$ cat src/rtl/ovh_pkg.sv
package ovh_pkg;
  localparam int POH_LEN = 9;
  localparam int POH_B3_IDX = 1;

  typedef enum logic [1:0] {SLOT_IDLE, SLOT_TOH, SLOT_POH} slot_kind_e;

  typedef struct packed {
    slot_kind_e kind;
    logic [3:0] idx;
  } slot_info_t;

  function automatic slot_info_t classify(int slot, logic toh, int ntoh);
    slot_info_t r;
    r.kind = SLOT_IDLE;
    r.idx  = '0;
    if (toh) begin
      if (slot < ntoh) begin
        r.kind = SLOT_TOH;
        r.idx  = 4'(slot);
      end else if (slot < ntoh + POH_LEN) begin
        r.kind = SLOT_POH;
        r.idx  = 4'(slot - ntoh);
      end
    end else if (slot < POH_LEN) begin
      r.kind = SLOT_POH;
      r.idx  = 4'(slot);
    end
    return r;
  endfunction
endpackage

$ cat src/rtl/ovh_pace.sv
module ovh_pace
  import ovh_pkg::*;
#(
  parameter int FRAME_SLOTS = 16,
  parameter int TOH_BYTES   = 3
) (
  input  logic       clk,
  input  logic       rst_n,
  input  logic       toh_mode_i,
  output logic       pclk_o,
  output logic       frame_o,
  output logic       ind_o,
  output logic       fe_o,
  output logic       live_o,
  output logic [2:0] bit_o,
  output slot_info_t info_o
);
  localparam int SW = $clog2(FRAME_SLOTS);
  localparam logic [SW-1:0] LAST = SW'(FRAME_SLOTS - 1);

  logic          ph, live, mode_q, frame_q, ind_q;
  logic [2:0]    bit_q, nbit;
  logic [SW-1:0] slot_q, nslot;
  logic          nmode;
  slot_info_t    ninfo;

  always_comb begin
    if (!live) begin
      nbit  = 3'd0;
      nslot = '0;
      nmode = toh_mode_i;
    end else begin
      nbit  = bit_q + 3'd1;
      nslot = slot_q;
      nmode = mode_q;
      if (bit_q == 3'd7) begin
        if (slot_q == LAST) begin
          nslot = '0;
          nmode = toh_mode_i;
        end else begin
          nslot = slot_q + SW'(1);
        end
      end
    end
    ninfo = classify(int'(nslot), nmode, TOH_BYTES);
  end

  assign fe_o = !ph;

  always_ff @(posedge clk) begin
    if (!rst_n) begin
      ph      <= 1'b0;
      live    <= 1'b0;
      mode_q  <= 1'b0;
      bit_q   <= '0;
      slot_q  <= '0;
      frame_q <= 1'b0;
      ind_q   <= 1'b0;
    end else begin
      ph <= ~ph;
      if (fe_o) begin
        live    <= 1'b1;
        bit_q   <= nbit;
        slot_q  <= nslot;
        mode_q  <= nmode;
        frame_q <= (nbit == 3'd0) && (nslot == '0);
        ind_q   <= (ninfo.kind == SLOT_POH);
      end
    end
  end

  assign pclk_o  = ~ph;
  assign frame_o = frame_q;
  assign ind_o   = ind_q;
  assign live_o  = live;
  assign bit_o   = bit_q;
  assign info_o  = classify(int'(slot_q), mode_q, TOH_BYTES);
endmodule

$ cat src/rtl/ovh_deser.sv
module ovh_deser
  import ovh_pkg::*;
#(
  parameter int TOH_BYTES = 3
) (
  input  logic                 clk,
  input  logic                 rst_n,
  input  logic                 fe_i,
  input  logic                 live_i,
  input  logic [2:0]           bit_i,
  input  slot_info_t           info_i,
  input  logic                 ins_i,
  input  logic                 sd_i,
  input  logic [POH_LEN-1:0]   force_poh_i,
  input  logic [TOH_BYTES-1:0] force_toh_i,
  input  logic                 b3_en_i,
  output logic                 vld_o,
  output logic [7:0]           data_o,
  output logic [3:0]           idx_o,
  output logic                 poh_o,
  output logic                 rep_o
);
  logic [15:0] fp, ft;
  logic        frc, acc_q, acc_now, is_poh, last_bit;
  logic [7:0]  sh_q, asm_byte;

  assign fp = 16'(force_poh_i);
  assign ft = 16'(force_toh_i);

  always_comb begin
    case (info_i.kind)
      SLOT_POH: frc = fp[info_i.idx];
      SLOT_TOH: frc = ft[info_i.idx];
      default:  frc = 1'b0;
    endcase
  end

  assign acc_now  = (bit_i == 3'd0) ? (ins_i | frc) : acc_q;
  assign asm_byte = {sh_q[6:0], sd_i};
  assign is_poh   = (info_i.kind == SLOT_POH);
  assign last_bit = (bit_i == 3'd7) && (info_i.kind != SLOT_IDLE);

  always_ff @(posedge clk) begin
    if (!rst_n) begin
      sh_q   <= '0;
      acc_q  <= 1'b0;
      vld_o  <= 1'b0;
      data_o <= '0;
      idx_o  <= '0;
      poh_o  <= 1'b0;
      rep_o  <= 1'b0;
    end else begin
      vld_o <= 1'b0;
      if (fe_i && live_i) begin
        sh_q <= asm_byte;
        if (bit_i == 3'd0) acc_q <= ins_i | frc;
        if (last_bit) begin
          vld_o  <= 1'b1;
          data_o <= acc_now ? asm_byte : 8'h00;
          idx_o  <= info_i.idx;
          poh_o  <= is_poh;
          rep_o  <= acc_now &&
                    !(is_poh && (info_i.idx == 4'(POH_B3_IDX)) && !b3_en_i);
        end
      end
    end
  end
endmodule

$ cat src/rtl/ovh_insert_port.sv
module ovh_insert_port
  import ovh_pkg::*;
#(
  parameter int NCH         = 3,
  parameter int FRAME_SLOTS = 16,
  parameter int TOH_BYTES   = 3
) (
  input  logic                     clk,
  input  logic                     rst_n,
  input  logic [NCH-1:0]           toh_mode_i,
  input  logic [NCH-1:0]           b3_ovr_i,
  input  logic [NCH*POH_LEN-1:0]   force_poh_i,
  input  logic [NCH*TOH_BYTES-1:0] force_toh_i,
  output logic [NCH-1:0]           pclk_o,
  output logic [NCH-1:0]           frame_o,
  output logic [NCH-1:0]           pohind_o,
  input  logic [NCH-1:0]           ins_i,
  input  logic [NCH-1:0]           sdata_i,
  output logic [NCH-1:0]           byte_vld_o,
  output logic [NCH*8-1:0]         byte_data_o,
  output logic [NCH*4-1:0]         byte_idx_o,
  output logic [NCH-1:0]           byte_poh_o,
  output logic [NCH-1:0]           byte_rep_o
);
  for (genvar c = 0; c < NCH; c++) begin : g_ch
    logic       fe, live;
    logic [2:0] bitn;
    slot_info_t info;

    ovh_pace #(.FRAME_SLOTS(FRAME_SLOTS), .TOH_BYTES(TOH_BYTES)) pace_i (
      .clk(clk), .rst_n(rst_n), .toh_mode_i(toh_mode_i[c]),
      .pclk_o(pclk_o[c]), .frame_o(frame_o[c]), .ind_o(pohind_o[c]),
      .fe_o(fe), .live_o(live), .bit_o(bitn), .info_o(info)
    );

    ovh_deser #(.TOH_BYTES(TOH_BYTES)) deser_i (
      .clk(clk), .rst_n(rst_n), .fe_i(fe), .live_i(live), .bit_i(bitn),
      .info_i(info), .ins_i(ins_i[c]), .sd_i(sdata_i[c]),
      .force_poh_i(force_poh_i[c*POH_LEN +: POH_LEN]),
      .force_toh_i(force_toh_i[c*TOH_BYTES +: TOH_BYTES]),
      .b3_en_i(b3_ovr_i[c]),
      .vld_o(byte_vld_o[c]), .data_o(byte_data_o[c*8 +: 8]),
      .idx_o(byte_idx_o[c*4 +: 4]), .poh_o(byte_poh_o[c]),
      .rep_o(byte_rep_o[c])
    );
  end
endmodule

$ cat config.mk
export PLATFORM = sky130hd
export DESIGN_NAME = ovh_insert_port
export DESIGN_NICKNAME = d
export VERILOG_FILES = /design/src/rtl/ovh_pkg.sv /design/src/rtl/ovh_pace.sv /design/src/rtl/ovh_deser.sv /design/src/rtl/ovh_insert_port.sv
export SDC_FILE = /design/constraint.sdc
export NUM_CORES = 1
export LEC_CHECK = 0
export BUFFER_PORTS_ARGS = -buffer_cell sky130_fd_sc_hd__buf_2
export CAP_MARGIN = 20
export CORE_MARGIN = 5
export CORE_UTILIZATION = 40
export CTS_BUF_LIST = sky130_fd_sc_hd__clkbuf_4
export DETAILED_ROUTE_END_ITERATION = 10
export GPL_ROUTABILITY_DRIVEN = 1
export RECOVER_POWER = 100
export SLEW_MARGIN = 20
export SYNTH_ARGS = -nofsm -noshare
export SYNTH_HDL_FRONTEND = slang
export SYNTH_SLANG_ARGS = --single-unit
export TNS_END_PERCENT = 30
$ cat constraint.sdc
create_clock -name clk -period 7.2 [get_ports clk]
set_input_delay 1.44 -clock clk [delete_from_list [all_inputs] [get_ports clk]]
set_output_delay 1.44 -clock clk [all_outputs]
set_load 0.02 [all_outputs]
# Word level (Yosys, flattened, before mapping)

Index checks and enable logic that the tools add are counted.

Register bits after elaboration: 105
Word-level logic and storage cells: 213

Add/sub/neg operators: 12
Order comparisons: 21
Eq/ne operators: 18
Multiplexer cells: 69
Bitwise gates (word level): 6
Reduce and logical (&&, ||, !) cells: 45

Operators with widths:

| operator                                                                     | number |
|---|---|
| 6-bit two-way mux                                                            | 24 |
| 4-bit less-than comparator, second input constant                            | 12 |
| 4-bit two-way mux                                                            | 9 |
| 1-bit binary-select mux with 4-bit select                                    | 6 |
| 4-bit by 2-bit less-than comparator with 1-bit output, second input constant | 6 |
| 8-bit two-way mux                                                            | 3 |
| 4-bit by 2-bit subtractor with 4-bit output, second input constant           | 6 |
| 1-bit two-way mux                                                            | 21 |
| 1-bit logical AND                                                            | 18 |
| 3-bit zero test                                                              | 6 |
| 4-bit by 5-bit less-than comparator with 1-bit output, second input constant | 3 |
| 4-bit by 1-bit adder with 4-bit output, second input constant                | 3 |
| 2-bit == test, second input constant                                         | 6 |
| 4-bit by 1-bit == test with 1-bit output, second input constant              | 3 |
| 4-bit == test, second input constant                                         | 3 |
| 4-bit zero test                                                              | 3 |
| 2-bit AND reduction                                                          | 6 |
| 3-bit by 1-bit adder with 3-bit output, second input constant                | 3 |
| 3-bit == test, second input constant                                         | 3 |
| 1-bit zero test                                                              | 9 |
| 3-bit two-way mux                                                            | 3 |
| 2-bit by 1-bit == test with 1-bit output, second input constant              | 3 |
| 1-bit case mux with 2 select lines                                           | 3 |
| 2-bit nonzero test                                                           | 3 |
| 2 further kinds                                                              | 6 |

# Depth between registers and ports, before layout

Gate-level depths: netlist of the first run.

Depth after elaboration: 10
Mapped depth: 14
Mapped depth without buffers: 13

# Modules after synthesis

A second synthesis of the first run with hierarchy kept.

Cell total of the unflattened synthesis: 663
Area, all modules: 5,694.2 µm²

Modules (own cells, without submodules):

| module    | times used | cells each | area each (µm²) |
|---|---|---|---|
| ovh_deser | 3          | 104        | 1,042.2 |
| ovh_pace  | 3          | 117        | 855.8 |

# Worst setup path after synthesis of the first run

No wires, ideal clock.

Path kind: reg2reg
Start point: register g_ch[2].pace_i.slot_q[1]
End point: register g_ch[2].deser_i.data_o[0]
Library setup time: 0.079 ns
Arrival time: 2.735 ns
Slack: 4.386 ns
Cell stages (with the launch flop): 12
Cell sequence: dfxtp_1 > ha_1 > or2_2 > nor2b_1 > inv_1 > ha_1 > nor3_4 > nand2_1 > or3_1 > a211oi_2 > o21ai_0 > o211ai_1

Word-level cells in the longest chain between the ends: 10

Ends and longest elaborated chain:

| element                                                                                          | RTL line                         | text |
|---|---|---|
| start: declaration                                                                               | ovh_pace.sv:23                   | `logic [SW-1:0] slot_q, nslot;` |
| start signal: assignment                                                                         | ovh_pace.sv:64                   | `slot_q <= nslot;` |
| 4-bit by 2-bit subtractor with 4-bit output / 4-bit less-than comparator (equally long branches) | ovh_pkg.sv:22, ovh_pkg.sv:20     |  |
| 6-bit two-way mux                                                                                | ovh_pkg.sv:20                    | `end else if (slot < ntoh + POH_LEN) begin` |
| 6-bit two-way mux                                                                                | ovh_pkg.sv:17                    | `if (slot < ntoh) begin` |
| 6-bit two-way mux *                                                                              | ovh_pkg.sv:16                    | `if (toh) begin` |
| 1-bit binary-select mux with 4-bit select, on equally long branches                              | ovh_deser.sv:33, ovh_deser.sv:32 |  |
| 1-bit two-way mux, on equally long branches                                                      | ovh_deser.sv:33, ovh_deser.sv:32 |  |
| 1-bit case mux with 2 select lines                                                               | ovh_deser.sv:31                  | `case (info_i.kind)` |
| 1-bit bitwise OR                                                                                 | ovh_deser.sv:38                  | `assign acc_now = (bit_i == 3'd0) ? (ins_i \| frc) : acc_q;` |
| 1-bit two-way mux                                                                                | ovh_deser.sv:38                  |  |
| 8-bit two-way mux                                                                                | ovh_deser.sv:59                  | `data_o <= acc_now ? asm_byte : 8'h00;` |
| end signal: assignment                                                                           | ovh_deser.sv:59                  |  |
| end: declaration                                                                                 | ovh_deser.sv:18                  | `output logic [7:0] data_o,` |

Every way passes the cells marked *; elsewhere a longest branch is shown, timed or not. The select of a mux whose other input is x is not followed.
A chain may end at the register's enable or synchronous reset.

==> run metrics, run 1 <==
mux cell area share after synthesis=0.0258; clock sink count=roughly 110; worst-skew pair later-pin latency=around 490 ps; DIE WIDTH=132 µm; P per Cell Area=roughly 160 nW/µm²; fmax=roughly 230 MHz; Post-Syn Instances=744; slowest stage delay, CP=770 ps; Clock Power Share=0.300; share of post-route cells with drive strength above 1=0.107; Final GP Congestion=0.840; RSZ-0062 raised after global routing=false; CP max stage cell=inv_1; critical path class=primary input to flip-flop; total of warnings raised by yosys=0; Net count, final=882; hold-critical path depth=2; GRT Total Usage=0.163; Req. time, crit path=7660 ps; Sequential Power Share=0.588; post-synthesis simple-gate area fraction=0.237; initial antenna violation count=1; Post-synth EDFFs=0; setup TNS=0 ps; hold_sp=g_ch[0].deser_i.sh_q[6]; R2R Setup Slk=a little over 3000 ps; hold bufs inserted after CTS=0; CP bufs+invs=3; number of slew-limit violations in the final report=62; Layout area overhead=8.59%; hold path endpoint=g_ch[0].deser_i.sh_q[6]; CP Max Fanout=50; final wirelength=14700 µm; Cell Chain, Critical Path=clkbuf_1 -> inv_1 -> clkbuf_1 -> nor4_1 -> nand2_1 -> a31oi_1 -> a22o_1; Pleak=2.34 nW; cts bufs inserted=9; worst-margin pin slew=1560 ps; Layout Skew=19.4 ps; Seq cells post-synth=105; kind of end point of the critical path=flip-flop; Placeable Area=14600 µm²; Design Power=~1.0 mW; FP Rows=44; synth unique cells=74; maximum number of pins on one net before global-route repair=51; WP data arrival=4720 ps; Combinational Power Share=0.112; Die Y=around 130 µm; Routed Antenna Nets=0; post-CTS setup buffers=0; largest family of logic cells by synthesized area=compound AO/OA/AOI/OAI gates; crit path time final=~4300 ps; Seq/Total Area, Yosys=0.352; initial core utilization=0.409; Pint=721 µW; switching part of the total=0.304; Worst slew margin=-0.0407; Synth Flop Type=dfxtp_1; crit start category=primary input; clock buffer depth=2; H-tree depth=3; # IOs=104; DR DRC count=0; failing checks=capacitance limit, slew limit; Avg Inst Size Synth=8.02 µm²; most frequent cells in the layout=nand2_1, dfxtp_1, nor2_1; worst reg2reg path depth=10; PostCTS Resize Cnt=0; commonest non-fill, non-tap cell in the layout=nand2_1; worst reg2reg endpoint=g_ch[2].deser_i.data_o[6]; vias in the first global route=5161; top cell family by delay on the critical path=buffers and inverters; Setup Viol. Count Final=0; Synth Area in XOR/XNOR=0.00880; via count=~5500; grt ovf=0; Cell Area, Synth=5970 µm²; Pre-antenna DRT Iters=5; first-pass GRT wire length=24600 µm; VDD IR max=0.0817 mV; ys async rst share=0; post-DR wirelength/cell=approximately 15 µm; CP dominant cell by count=clkbuf_1; dpl hpwl=10900 µm; status=complete, but fails checks; Mapped Nets=818; die area=17500 µm²; DR vias/cell=~5.5; number of max-cap violations=2; CTS tree=built; crit share post-route=0.592; reg2reg start=g_ch[2].pace_i.slot_q[0]; CTS clk-pin slew, worst paths=190 ps; P_sw=between 300 and 400 µW; hold crit path type=flip-flop to flip-flop; CTS root buf=clkbuf_4; port buffer count=103; adder-cell share of the synthesized area=0.0503; Compound-Gate Fraction of Synth Area=0.257; First DRT Iteration DRCs=approximately 410; Hold Violations, Final=0
kinds of logic after synthesis:
family          Yosys count
fa+ha+maj                24
flops                   105
buf+inv                  86
compound gates          221
mux                      15
xor+xnor                  6
simple gates            287
layer usage:
layer	global-route usage	up-vias	wire length [µm]
li1	-	2787	-
met1	0.225	2575	7050
met2	0.252	143	6680
met3	0.0473	15	793
met4	0.0366	0	153
met5	0	-	0
cell usage after synthesis (5+ instances only):
master,count,area (µm²)
a211oi_1,12,90.1
a21o_1,6,45.0
a21oi_1,57,285
a22o_1,9,78.8
a22oi_1,19,143
a31oi_1,5,31.3
buf_2,11,55.1
buf_4,18,135
clkbuf_1,20,75.1
dfxtp_1,105,2100
ha_1,24,300
inv_1,33,124
mux2i_1,12,120
nand2_1,106,398
nand2b_1,17,106
nand3_1,9,45.0
nand4_1,12,75.1
nor2_1,70,263
nor2b_1,18,113
nor3_1,19,95.1
o211ai_1,22,165
o21a_1,6,45.0
o21ai_0,31,155
o21ai_1,12,60.1
o31a_1,5,43.8
or3_1,5,31.3
worst max-delay path by stage:
stage	startpoint	cells after the start	endpoint
detailed placement	g_ch[1].pace_i.slot_q[0]	10	g_ch[1].deser_i.data_o[4]
global placement	g_ch[1].pace_i.slot_q[0]	10	g_ch[1].deser_i.data_o[1]
finish	rst_n	7	g_ch[0].deser_i.data_o[6]
floorplan	g_ch[2].pace_i.slot_q[1]	11	g_ch[2].deser_i.data_o[0]
CTS	g_ch[1].pace_i.slot_q[0]	10	g_ch[1].deser_i.data_o[4]
global route	rst_n	7	g_ch[0].deser_i.data_o[2]
worst min-delay path: cells and delay by family (launching register included):
kind	cells	cell delay (ps)
flip-flops	1	350
AO/OA/AOI/OAI	1	50
AND/OR/NAND/NOR	1	60
layout make-up:
type	instances	area [µm²]
Inverter	35	131
Fill cell	1481	8110
Clock inverter	7	81.3
Tap cell	184	230
Timing Repair Buffer	104	450
Multi-Input combinational cell	553	3410
Sequential cell	105	2100
Antenna cell	2	5.00
Clock buffer	9	67.6
flip-flops by register name, summed over array words and instances (netlist names), named ones only:
register             flops
g_ch.deser_i.data_o     24
g_ch.deser_i.idx_o      12
g_ch.deser_i.poh_o       3
g_ch.deser_i.rep_o       3
g_ch.deser_i.sh_q       21
g_ch.deser_i.vld_o       3
g_ch.pace_i.bit_o        9
g_ch.pace_i.frame_o      3
g_ch.pace_i.ind_o        3
g_ch.pace_i.live_o       3
g_ch.pace_i.mode_q       3
g_ch.pace_i.ph           3
g_ch.pace_i.slot_q      12
metrics by stage:
stage	util	std cells	setup WS, ps	hold slack (ps)	cell area (µm²)
after floorplan	-	744	4390	437	5970
after global placement	0.442	981	3730	451	6440
after detailed placement	0.442	981	3550	458	6440
after CTS	0.452	997	3510	479	6590
after global routing	0.444	999	2520	503	6480
final	0.444	999	2930	484	6480
power groups by stage:
| stage | Sequential, mW | Combinational, mW | Clock (mW) |
|---|---|---|---|
| floorplan | 0.613 | 0.0934 | 0 |
| global placement | 0.620 | 0.117 | 0 |
| detailed placement | 0.621 | 0.119 | 0 |
| CTS | 0.609 | 0.120 | 0.326 |
| global route | 0.612 | 0.130 | 0.347 |
| finish | 0.609 | 0.116 | 0.311 |
(Power assumes the default switching activity.)
==> inputs of run 2 (changes only) <==
clock period = 3.9 ns   (was 7.2 ns; I/O delays follow)
==> run 2 against run 1 <==
- the flow still finishes with violations (capacitance limit, slew limit)
- routed wire length decreased by 0.23%
- die area unchanged
- critical path depth increased by 6
- count of clock-buffer cells in the layout unchanged
- via count decreased by 0.18%
- clock power increased by 110%
- sequential power increased by 84%
- clock skew decreased by 4.4 ps
- non-clock buffer count increased by 4
- sequential share of layout area decreased by 0.35 points
- register-to-register slack got worse by 2600 ps
- largest power group unchanged
==> run metrics, run 2 (synthesized netlist as in run 1, its figures left out) <==
status=complete, but fails checks (unchanged); failing checks=capacitance limit, slew limit (unchanged); met3 Track Usage GR=0.0389 (was 0.0473); Design Power=2.00 mW (was 1.04 mW); P per Cell Area=304 nW/µm² (was 160 nW/µm²); CTS clk-pin slew, worst paths=170 ps (was 190 ps); vias in the first global route=5193 (was 5161); WP data arrival=3790 ps (was 4720 ps); CP Max Fanout=10 (was 50); clock sink count=105 (unchanged); Final GP Congestion=0.887 (was 0.840); VDD IR max=0.184 mV (was 0.0817 mV); DIE WIDTH=132 µm (unchanged); crit start category=flip-flop (was primary input); crit path time final=~3500 ps; # IOs=104 (unchanged); Pleak=2.37 nW (was 2.34 nW); cts bufs inserted=9 (unchanged); final wirelength=14600 µm (was 14700 µm); CTS root buf=clkbuf_4 (unchanged); kind of end point of the critical path=flip-flop (unchanged); clock buffer depth=2 (unchanged); grt met2 use=0.245 (was 0.252); grt ovf=0 (unchanged); number of slew-limit violations in the final report=46 (was 62); critical path class=flip-flop to flip-flop (was primary input to flip-flop); port buffer count=103 (unchanged); number of max-cap violations=1 (was 2); gr busiest metal=met2 (unchanged); H-tree depth=3 (unchanged); Layout area overhead=9.79% (was 8.59%); share of post-route cells with drive strength above 1=0.113 (was 0.107); setup TNS=0 ps (unchanged); Util after Layout=0.449 (was 0.444); Regs by FF count=g_ch.deser_i.data_o x24, g_ch.deser_i.sh_q x21 (unchanged); GRT Total Usage=0.164 (was 0.163); worst-margin pin slew=2020 ps (was 1560 ps); worst-skew pair later-pin latency=470 ps (was 490 ps); post-route cell area=6550 µm² (was 6480 µm²); PostCTS Resize Cnt=0 (unchanged); Hold Violations, Final=0 (unchanged); CTS tree=built (unchanged); Worst slew margin=-0.345 (was -0.0407); post-CTS setup buffers=0 (unchanged); First DRT Iteration DRCs=381 (was 413); hold bufs inserted after CTS=0 (unchanged); max reg flops=24 (unchanged); fmax=between 200 and 300 MHz; initial core utilization=0.409 (unchanged); hold_ws=479 ps (was 484 ps); via count=5510 (was 5520); initial antenna violation count=1 (unchanged); Routed Antenna Nets=0 (unchanged); commonest non-fill, non-tap cell in the layout=nand2_1 (unchanged); first-pass GRT wire length=24700 µm (was 24600 µm); crit share post-route=0.886; DR vias/cell=5.50 (was 5.53); die area=17500 µm² (unchanged); FP Rows=44 (unchanged); Net count, final=886 (was 882); register with the most flip-flops=g_ch.deser_i.data_o (unchanged); Layout Skew=15.0 ps (was 19.4 ps); DR DRC count=0 (unchanged); hold crit path type=flip-flop to flip-flop (unchanged); GR Layer Usage met1=0.234 (was 0.225); Placeable Area=14600 µm² (unchanged); Pre-antenna DRT Iters=6 (was 5); RSZ-0062 raised after global routing=false (unchanged); most frequent cells in the layout=nand2_1, dfxtp_1, nor2_1 (unchanged); post-DR wirelength/cell=14.6 µm (was 14.7 µm); dpl hpwl=10900 µm (about the same); Die Y=132 µm (unchanged); Setup Viol. Count Final=0 (unchanged); maximum number of pins on one net before global-route repair=46 (was 51); Req. time, crit path=4240 ps (was 7660 ps); placed cell area=6470 µm² (was 6440 µm²)
-- run 2: area by class of cell --
class / count / area (µm²)
inverters: 35 / 131
flip-flops and latches: 105 / 2100
diodes: 1 / 2.50
multi-input cells: 553 / 3450
fillers: 1501 / 8040
clock inverters: 7 / 100
well taps: 184 / 230
repair buffers: 108 / 473
clock buffers: 9 / 67.6
-- run 2: power breakdown --
group          total (mW)  switching [mW]  internal, mW
clock network       0.655           0.389         0.266
logic               0.216           0.136        0.0795
registers            1.12          0.0288          1.10
total                2.00           0.554          1.44
-- run 2: final timing paths --
path,cells after the start,slack [ps],startpoint,to
min reg2reg,2,480,g_ch[0].deser_i.sh_q[0],g_ch[0].deser_i.sh_q[1]
min,2,480,g_ch[0].deser_i.sh_q[0],g_ch[0].deser_i.sh_q[1]
max,13,440,g_ch[1].pace_i.slot_q[0],g_ch[1].deser_i.data_o[0]
max reg2reg,13,440,g_ch[1].pace_i.slot_q[0],g_ch[1].deser_i.data_o[0]
-- run 2: worst max-delay path, stage by stage (launching register included) --
cell and delay (ps):
dfxtp_1 430, ha_1 340, or2_2 350, nor3_1 220, inv_1 120, and2_0 170
inv_1 90, ha_1 130, nand2b_1 240, a211oi_1 100, o21ai_0 100, a21oi_1 110
nor4_2 730, o21ai_0 200
-- run 2: per-layer routing --
layer,part of all wire,vias to the layer above
met1,0.49,2523
met2,0.44,178
li1,-,2791
met5,0,-
met3,0.063,18
met4,0.013,0
-- run 2: through the flow --
step / cells / setup WS, ps
2_1_floorplan: 744 / 1090
3_3_place_gp: 985 / 721
3_5_place_dp: 985 / 545
4_1_cts: 1001 / 496
5_1_grt: 1002 / 86.6
6_report: 1002 / 443
